File: src/rtl/pin_evt_pkg.sv
// Shared types and field positions for the pin event detector.
// Assumes a fixed 11-bit control word; flags and the sampled level sit above it.
package pin_evt_pkg;

    localparam int CFG_W      = 11;
    localparam int WR_W       = 13;
    localparam int RD_W       = 14;
    localparam int CLR_INT_B  = 11;
    localparam int CLR_WAKE_B = 12;
    localparam int WAKE_STATES = 3;

    typedef enum logic [1:0] {
        ACT_HIGH = 2'd0,
        ACT_LOW  = 2'd1,
        ACT_BOTH = 2'd2,
        ACT_NONE = 2'd3
    } act_e;

    // Bit 10 down to bit 0
    typedef struct packed {
        logic                   out_val;
        logic                   out_en;
        logic                   wake_z;
        logic [WAKE_STATES-1:0] wake_en;
        logic                   int_mask;
        logic                   int_en;
        act_e                   act;
        logic                   trig_lvl;
    } cfg_t;

endpackage

File: src/rtl/pin_evt_trigger.sv
// Event decoder for one line: samples the input once per clock and turns
// the current/previous pair into a single-cycle qualifying event.
// Assumes pin_i is already synchronized and filtered.
module pin_evt_trigger
    import pin_evt_pkg::*;
(
    input  logic clk,
    input  logic rst_n,
    input  logic pin_i,
    input  logic trig_lvl,
    input  act_e act,
    output logic evt,
    output logic pin_q
);

    // Keep the previous sample for edge detection and for read-back.
    always_ff @(posedge clk) begin
        if (!rst_n) pin_q <= 1'b0;
        else        pin_q <= pin_i;
    end

    // Decode sense mode and polarity into the event strobe.
    always_comb begin
        evt = 1'b0;
        if (trig_lvl) begin
            case (act)
                ACT_HIGH: evt = pin_i;
                ACT_LOW:  evt = !pin_i;
                default:  evt = 1'b0;
            endcase
        end else begin
            case (act)
                ACT_HIGH: evt = pin_i && !pin_q;
                ACT_LOW:  evt = !pin_i && pin_q;
                ACT_BOTH: evt = pin_i ^ pin_q;
                default:  evt = 1'b0;
            endcase
        end
    end

    AST_NO_EVT_INVALID_CODE: assert property (@(posedge clk) disable iff (!rst_n)
        ((act == ACT_NONE) || (trig_lvl && act == ACT_BOTH)) |-> !evt);

endmodule

File: src/rtl/pin_evt_status.sv
// Sticky interrupt and wake flags for one line.
// Assumes en_eff already reflects a write landing this cycle; events beat clears.
module pin_evt_status (
    input  logic clk,
    input  logic rst_n,
    input  logic en_eff,
    input  logic evt,
    input  logic wake_ok,
    input  logic clr_int,
    input  logic clr_wake,
    output logic int_sts,
    output logic wake_sts
);

    // Interrupt flag: dropped while disabled, otherwise hold/clear, event wins.
    always_ff @(posedge clk) begin
        if (!rst_n)       int_sts <= 1'b0;
        else if (!en_eff) int_sts <= 1'b0;
        else              int_sts <= (int_sts && !clr_int) || evt;
    end

    // Wake flag: latched by events allowed in the current power state.
    always_ff @(posedge clk) begin
        if (!rst_n) wake_sts <= 1'b0;
        else        wake_sts <= (wake_sts && !clr_wake) || (evt && wake_ok);
    end

    AST_DISABLE_CLEARS: assert property (@(posedge clk) disable iff (!rst_n)
        !en_eff |=> !int_sts);
    AST_INT_NEEDS_EVENT: assert property (@(posedge clk) disable iff (!rst_n)
        $rose(int_sts) |-> $past(evt));
    AST_CLEAR_TAKES: assert property (@(posedge clk) disable iff (!rst_n)
        (clr_int && !evt) |=> !int_sts);
    AST_EVENT_WINS: assert property (@(posedge clk) disable iff (!rst_n)
        (en_eff && evt) |=> int_sts);
    AST_WAKE_GATED: assert property (@(posedge clk) disable iff (!rst_n)
        $rose(wake_sts) |-> $past(evt && wake_ok));

endmodule

File: src/rtl/pin_evt_slice.sv
// One line: control word register, event decoder and flag latches.
// Assumes at most one write per cycle; power state 3 allows no wake.
module pin_evt_slice
    import pin_evt_pkg::*;
(
    input  logic            clk,
    input  logic            rst_n,
    input  logic            pin_i,
    input  logic [1:0]      pwr_state,
    input  logic            wr_hit,
    input  logic [WR_W-1:0] wr_data,
    output cfg_t            cfg_q,
    output logic            int_sts,
    output logic            wake_sts,
    output logic            pin_q
);

    cfg_t cfg_wr;
    logic evt;
    logic en_eff;
    logic wake_ok;

    assign cfg_wr = cfg_t'(wr_data[CFG_W-1:0]);

    // Store the control word on a write to this line.
    always_ff @(posedge clk) begin
        if (!rst_n)      cfg_q <= '0;
        else if (wr_hit) cfg_q <= cfg_wr;
    end

    // The enable being written governs the same edge.
    assign en_eff = wr_hit ? cfg_wr.int_en : cfg_q.int_en;

    // Pick the wake enable for the present power state.
    always_comb begin
        wake_ok = 1'b0;
        for (int s = 0; s < WAKE_STATES; s++) begin
            if (pwr_state == 2'(s)) wake_ok = cfg_q.wake_en[s];
        end
    end

    pin_evt_trigger u_trig (
        .clk      (clk),
        .rst_n    (rst_n),
        .pin_i    (pin_i),
        .trig_lvl (cfg_q.trig_lvl),
        .act      (cfg_q.act),
        .evt      (evt),
        .pin_q    (pin_q)
    );

    pin_evt_status u_sts (
        .clk      (clk),
        .rst_n    (rst_n),
        .en_eff   (en_eff),
        .evt      (evt),
        .wake_ok  (wake_ok),
        .clr_int  (wr_hit && wr_data[CLR_INT_B]),
        .clr_wake (wr_hit && wr_data[CLR_WAKE_B]),
        .int_sts  (int_sts),
        .wake_sts (wake_sts)
    );

endmodule

File: src/rtl/pin_event_unit.sv
// Top: PINS independent line slices, a write decoder and a read multiplexer.
// Assumes PINS >= 2; reads are combinational from registered state.
module pin_event_unit
    import pin_evt_pkg::*;
#(
    parameter int PINS  = 4,
    parameter int SEL_W = (PINS > 1) ? $clog2(PINS) : 1
) (
    input  logic             clk,
    input  logic             rst_n,
    input  logic [PINS-1:0]  pin_in,
    input  logic [1:0]       pwr_state,
    input  logic             wr_en,
    input  logic [SEL_W-1:0] wr_sel,
    input  logic [WR_W-1:0]  wr_data,
    input  logic [SEL_W-1:0] rd_sel,
    output logic [RD_W-1:0]  rd_data,
    output logic [PINS-1:0]  irq_out,
    output logic [PINS-1:0]  wake_out,
    output logic [PINS-1:0]  pend_out,
    output logic [PINS-1:0]  pin_oe,
    output logic [PINS-1:0]  pin_out
);

    cfg_t            cfg_q [PINS];
    logic [PINS-1:0] int_sts;
    logic [PINS-1:0] wake_sts;
    logic [PINS-1:0] pin_q;

    for (genvar p = 0; p < PINS; p++) begin : g_line
        pin_evt_slice u_slice (
            .clk       (clk),
            .rst_n     (rst_n),
            .pin_i     (pin_in[p]),
            .pwr_state (pwr_state),
            .wr_hit    (wr_en && (wr_sel == SEL_W'(p))),
            .wr_data   (wr_data),
            .cfg_q     (cfg_q[p]),
            .int_sts   (int_sts[p]),
            .wake_sts  (wake_sts[p]),
            .pin_q     (pin_q[p])
        );

        // Per-line outputs derived from the stored word and flags.
        assign irq_out[p]  = int_sts[p] && cfg_q[p].int_mask;
        assign wake_out[p] = wake_sts[p];
        assign pend_out[p] = int_sts[p] || wake_sts[p];
        assign pin_oe[p]   = cfg_q[p].out_en;
        assign pin_out[p]  = cfg_q[p].out_val;

        AST_IRQ_NEEDS_FLAG: assert property (@(posedge clk) disable iff (!rst_n)
            $rose(irq_out[p]) |-> (int_sts[p] && pend_out[p]));
    end

    // Assemble the read word for the selected line.
    always_comb begin
        rd_data = '0;
        for (int p = 0; p < PINS; p++) begin
            if (rd_sel == SEL_W'(p)) begin
                rd_data = {pin_q[p], wake_sts[p], int_sts[p], cfg_q[p]};
            end
        end
    end

endmodule

File: config.mk
export PLATFORM = sky130hd
export DESIGN_NAME = pin_event_unit
export DESIGN_NICKNAME = d
export VERILOG_FILES = /design/src/rtl/pin_evt_pkg.sv /design/src/rtl/pin_evt_trigger.sv /design/src/rtl/pin_evt_status.sv /design/src/rtl/pin_evt_slice.sv /design/src/rtl/pin_event_unit.sv
export SDC_FILE = /design/constraint.sdc
export NUM_CORES = 1
export LEC_CHECK = 0
export ABC_AREA = 1
export BUFFER_PORTS_ARGS = -buffer_cell sky130_fd_sc_hd__buf_2
export CAP_MARGIN = 0
export CORE_MARGIN = 8
export CORE_UTILIZATION = 40
export CTS_CLUSTER_DIAMETER = 200
export DETAILED_ROUTE_END_ITERATION = 8
export PLACE_DENSITY = 0.68
export RECOVER_POWER = 25
export SLEW_MARGIN = 5
export SYNTH_ARGS = -nofsm -noshare
export SYNTH_HDL_FRONTEND = slang
export SYNTH_HIERARCHICAL = 1
export SYNTH_SLANG_ARGS = --single-unit
File: constraint.sdc
create_clock -name clk -period 1.19 [get_ports clk]
set_input_delay 0.1785 -clock clk [delete_from_list [all_inputs] [get_ports clk]]
set_output_delay 0.1785 -clock clk [all_outputs]
set_load 0.01 [all_outputs]
# Word-level counts from Yosys, hierarchy flattened
# Index checks and enable logic that the tools add are counted.
dict set report totals {
  output_inout_bits 34
  regBits 56
  wordCells 171
  in_bits 26
}
dict set report classes {
  reduce_logical 75
  n_mux 32
  n_bitwise 4
  eq_ne 16
}
# cell count
set ops {}
lappend ops {{14-bit two-way mux} 4}
lappend ops {{1-bit logical AND} 36}
lappend ops {{1-bit two-way mux} 20}
lappend ops {{2-bit equality test (second input constant)} 9}
lappend ops {{1-bit logical NOT} 16}
lappend ops {{2-bit by 1-bit equality test with 1-bit output (second input constant)} 7}
lappend ops {{2-bit logical NOT} 7}
lappend ops {{1-bit logical OR} 12}
lappend ops {{1-bit one-hot mux with 3 select lines} 4}
lappend ops {{1-bit one-hot mux with 2 select lines} 4}
lappend ops {{2-bit AND reduction} 4}
lappend ops {{1-bit XOR} 4}

# Longest topological paths before layout
dict set report logic_depth {
  depth_word 6
  depth_mapped 8
  ltp_nobuf 8
}

# Cells and area by module
# Netlist, hierarchy kept.
# module cells_each area_per_inst_um2 seq_area_each_um2 n_inst
set modules_own_cells {}
lappend modules_own_cells {pin_evt_slice 59 430.4 220.2 4}
lappend modules_own_cells {pin_event_unit 101 599.3 0.0 1}
lappend modules_own_cells {pin_evt_trigger 21 122.6 20.0 4}
lappend modules_own_cells {pin_evt_status 12 83.8 40.0 4}

# Least setup slack after synthesis
# Ideal clock, no wire load.
dict set report synth_path {
  path_kind {register to register}
  from {register g_line[3].u_slice.u_trig.pin_q}
  to {register g_line[3].u_slice.u_sts.wake_sts}
  path_buffers 0
  arrival_time_ns 1.131
  setup_time_ns 0.066
  slack_ns -0.007
  stages_incl_launch_ff 9
  period_less_slack_ns 1.197
  required_time_ns 1.124
  path_cell_list {dfxtp_1 inv_1 ha_1 nand3b_1 nand3_1 nand2_1 nand2_1 nand2_1 a21oi_2}
}
dict set report synth_via {
  elab_chain_cells 6
  elab_cells_between_ends 8
  classes_between {mux: 2; bitwise: 1; reduce/logical: 5}
}
# item line_no
set synth_lines {}
lappend synth_lines {{start: declaration} pin_evt_trigger.sv:13} ;# output logic pin_q
lappend synth_lines {{start signal: assignment} pin_evt_trigger.sv:19} ;# else pin_q <= pin_i;
lappend synth_lines {{1-bit logical NOT} pin_evt_trigger.sv:33} ;# ACT_HIGH: evt = pin_i && !pin_q;
lappend synth_lines {{1-bit logical AND} pin_evt_trigger.sv:33}
lappend synth_lines {{1-bit one-hot mux with 3 select lines *} pin_evt_trigger.sv:32} ;# case (act)
lappend synth_lines {{1-bit two-way mux *} pin_evt_trigger.sv:25} ;# if (trig_lvl) begin
lappend synth_lines {{net g_line[3].u_slice.evt} pin_evt_slice.sv:19} ;# logic evt;
lappend synth_lines {{1-bit logical AND *} pin_evt_status.sv:25} ;# else wake_sts <= (wake_sts && !clr_wake) || (evt && wake_ok);
lappend synth_lines {{1-bit logical OR *} pin_evt_status.sv:25}
lappend synth_lines {{end signal: assignment} pin_evt_status.sv:25}
lappend synth_lines {{end: declaration} pin_evt_status.sv:12} ;# output logic wake_sts
# Mark *: on every way through the listed nets, which the timed path passes. The rest lies on a longest branch.
# A chain may end at the register's enable or synchronous reset.

# Worst setup path after layout
dict set report layout_path {
  from {register g_line[1].u_slice.u_trig.pin_q}
  to {output port rd_data[13]}
}
dict set report layout_via {
  elab_chain_cells 3
}
# item line_no
set layout_lines {}
lappend layout_lines {{start: declaration} pin_evt_trigger.sv:13}
lappend layout_lines {{start signal: assignment} pin_evt_trigger.sv:19}
lappend layout_lines {{14-bit two-way mux (3 in a row)} pin_event_unit.sv:59} ;# if (rd_sel == SEL_W'(p)) begin
lappend layout_lines {{end: declaration} pin_event_unit.sv:17} ;# output logic [RD_W-1:0] rd_data,
# No other way between the ends.

==> results.md <==
Finish:
- The share of layout cells above drive strength 1 is 0.390.
- The number of diodes added for antenna fixing is 0.
- The total number of nets in the final design is ~600.
- The number of filler instances in the final layout is ~790.
- The area added between synthesis and finish is 30.5%.

Clocking:
- No sink is reached through more buffers than the 2 on the longest clock path.
- After clock tree synthesis, the clock-pin slew on the worst setup and hold paths is about 110 ps.
- The tree is rooted in a clkbuf_8.
- The clock latency at the later pin of the worst-skew pair is between 300 and 400 ps.
- Clock tree synthesis found a total of 56 sinks.
- The CTS H-tree depth is 2.
- The clock tree from TritonCTS is built.
- The TritonCTS buffer count is 5.

Floorplan:
- From left edge to right edge, the die measures around 100 µm.
- The initial utilization of the core area, before any placement, comes to 0.409.
- The row count is 32.
- The top-level port count is 60.
- The y dimension of the die is between 100 and 150 µm.
- The floorplan die area is ~11,000 µm².
- The total area inside the core boundary comes to between 7000 and 8000 µm².

Logic synthesis:
- The total number of yosys warnings is 6.
- The number of enable flip-flop cells after synthesis is 0.
- The instance count of the mapped netlist is ~470.
- For this run, asynchronously set or reset flops after synthesis account for 0.
- The leading register cell type out of synthesis is dfxtp_1.
- The net count after synthesis is 503.
- The share of the Yosys chip area taken by registers is 0.356.
- After synthesis, the most frequently instantiated cells are nand2_1, nor2_1, inv_1, nand3_1, dfxtp_1.
- The cell with the most instances after synthesis is nand2_1.
- In this run the mean area of a mapped cell was 6.71 µm².
- Yosys attributes the largest share of cell area to dfxtp_1, nand2_1, nand3_1, nor2_1, inv_1.
- The biggest area consumer among synthesized cells is dfxtp_1.
- Synthesis inferred 56 register bits.
- The post-synthesis cell area is about 3100 µm².
- The count of different cell masters after synthesis is 22.
- The share of synthesized area in the top cell type comes to 0.356.

Run status:
- The flow ran to the end, but the final reports show violations.
- The final reports fail on setup timing.

Setup path:
- The beginning of the critical path is g_line[1].u_slice/u_trig/pin_q.
- The endpoint class of the critical path is an output port.
- The worst register-to-register path has a setup slack of -40 ps.
- The path type of the worst setup path is reg2out.
- Data on the critical path arrives at its endpoint at 1100 ps.
- The worst register-to-register path begins at g_line[2].u_slice/u_trig/pin_q.
- The nature of the critical path startpoint is a flip-flop.
- STA puts the critical path data required time at 1010 ps.
- The critical-path maximum fanout is 2.

Placed design:
- The port buffer count is between 50 and 60.
- The pre-CTS setup slack is -86.8 ps.
- Routability-driven placement finished with a final weighted congestion of around 0.91.
- The placed wire-length estimate after detailed placement is a little over 7000 µm.

Power:
- The share of total power dissipated in combinational logic is 0.188.
- The total chip power is ~4 mW.
- In this run the power spent charging and discharging nets is between 1 and 1.5 mW.
- For this design the static power due to leakage is roughly 2.0 nW.
- The share of total power dissipated in the clock network is 0.312.
- The cell area power density is 992 nW/µm².
- The worst-case IR drop observed on VDD is ~550 µV.
- The internal portion of the total power is between 2 and 3 mW.
- The sequential fraction of design power is 0.500.
- The switching fraction of total power is 0.291.

STA:
- Across the routed clock network, the largest skew measured is about 15 ps.
- The final critical path time including I/O delays and setup is 1280 ps.
- For the pin with the worst max-slew slack, the measured transition is roughly 900 ps.
- The hold violation total from the final report came to 0.
- The worst slew margin relative to its limit is 0.416.
- For this run, the top clock speed supported by timing is 0.783 GHz.
- Setup violations remaining at the end of the flow were counted as 15.
- Setup repair after global routing could not meet its margin everywhere.
- The final worst-path cycle share is 1.07.
- The final number of max-transition violations is 0.
- After routing, the total negative slack on setup checks comes to -442 ps.
- Across all setup checks in the final design, the least slack found is -87.6 ps.

Global routing:
- The first global-routing pass estimated ~16,000 µm of wire.
- The number of antenna violations at the first check in global routing was 0.
- The aggregate global-route resource usage is 0.170.
- The total congestion overflow is 0.
- Entering global routing, the biggest net connects 57 pins.
- The number of global-route vias before repair was 3,218.

Route:
- The count of antenna-violating nets left after detailed routing is 0.
- The DRC violation count after routing is 0.
- Across all layers, the routed design uses around 3.4k vias.
- Dividing the detail-routed via count by the number of cells gives between 5 and 6.
- Dividing the detail-routed wire length by the instance count gives 14.8 µm.
- The final layout contains routed wiring with a total length of 9740 µm.
- The total iterations of the first detailed-routing run is 5.
- The detailed router's first-iteration violation count is roughly 190.

Min path:
- The worst hold path belongs to the class in2reg.
- In this run the most critical hold path is launched from pin_in[0].

Job:
- The number of max-cap violations is 0.
worst max-delay path, cell delays in order (launching register included):
cell,delay [ps]
dfxtp_2,340
buf_4,130
nand3_2,70
nand4_1,90
buf_2,150
cell type report:
class,instances,area (µm²),area share
repair buffers,98,637,0.155
flip-flops and latches,56,1220,0.297
inverters,69,262,0.0637
well taps,102,128,0.0311
clock buffers,6,72.6,0.0177
multi-input cells,323,1750,0.427
clock inverters,2,35.0,0.00853
worst paths after layout:
| check | endpoint | cells past startpoint |
|---|---|---|
| setup / recovery | rd_data[13] | 4 |
| hold reg to reg | g_line[0].u_slice/u_sts/int_sts | 2 |
| setup reg to reg | g_line[2].u_slice/u_sts/wake_sts | 8 |
| hold / removal | g_line[0].u_slice/u_trig/pin_q | 3 |
flip-flops by register name, indices dropped and copies added (netlist names):
register	count
g_line.u_slice/cfg_q	44
g_line.u_slice/u_sts/int_sts	4
g_line.u_slice/u_sts/wake_sts	4
g_line.u_slice/u_trig/pin_q	4
logic make-up (layout without fill, tap and decap cells):
logic type                 after synthesis  count (layout)  share of synthesized area
and+or+nand+nor                        263             263                      0.382
buffers and inverters                   90             175                      0.139
DFF                                     56              56                      0.356
AOI/OAI and AO/OA                       52              52                     0.0907
adders and majority gates                8               8                     0.0318
stage by stage:
step	std cells	hold slack [ps]	instance area, µm²	util
global route	656	115	4110	0.534
detailed placement	633	416	3620	0.471
finish	656	108	4110	0.534
global placement	633	409	3620	0.471
CTS	648	93.0	3930	0.512
floorplan	469	272	3150	-
routing by layer:
| layer | GRT usage | share of wire | up-vias | wire length, µm |
|---|---|---|---|---|
| li1 | - | - | 1664 | - |
| met1 | 0.216 | 0.44 | 1567 | 4300 |
| met2 | 0.287 | 0.47 | 112 | 4600 |
| met3 | 0.0387 | 0.069 | 17 | 672 |
| met4 | 0.0347 | 0.016 | 0 | 158 |
| met5 | 0 | 0 | - | 0 |
cells in the final DEF, fill, tap and decap left out, drive strengths merged, types with 4 or more instances in the layout:
cell type,instances
nor3,4
ha,8
or2,4
nand2,82
clkbuf,7
nand3,70
nand4,14
dfxtp,56
nor2,85
buf,97
a21oi,8
nand3b,4
inv,69
a21boi,4
o21ai,40
timing repair:
action / in CTS / in global routing
gates resized for setup: 64 / 44
gates cloned: 0 / 0
endpoints found under the setup margin: 25 / 26
setup buffers: 7 / 8
pin swaps: 33 / 30
hold buffers: 0 / 0
power groups by stage:
stage	registers [mW]	logic [mW]	clock network, mW
2_1_floorplan	2.07	0.390	0
4_1_cts	2.04	0.708	1.28
5_1_grt	2.05	0.850	1.36
3_5_place_dp	2.09	0.656	0
6_report	2.04	0.767	1.27
3_3_place_gp	2.09	0.637	0
Note: power is estimated with default switching activity, not from simulation.
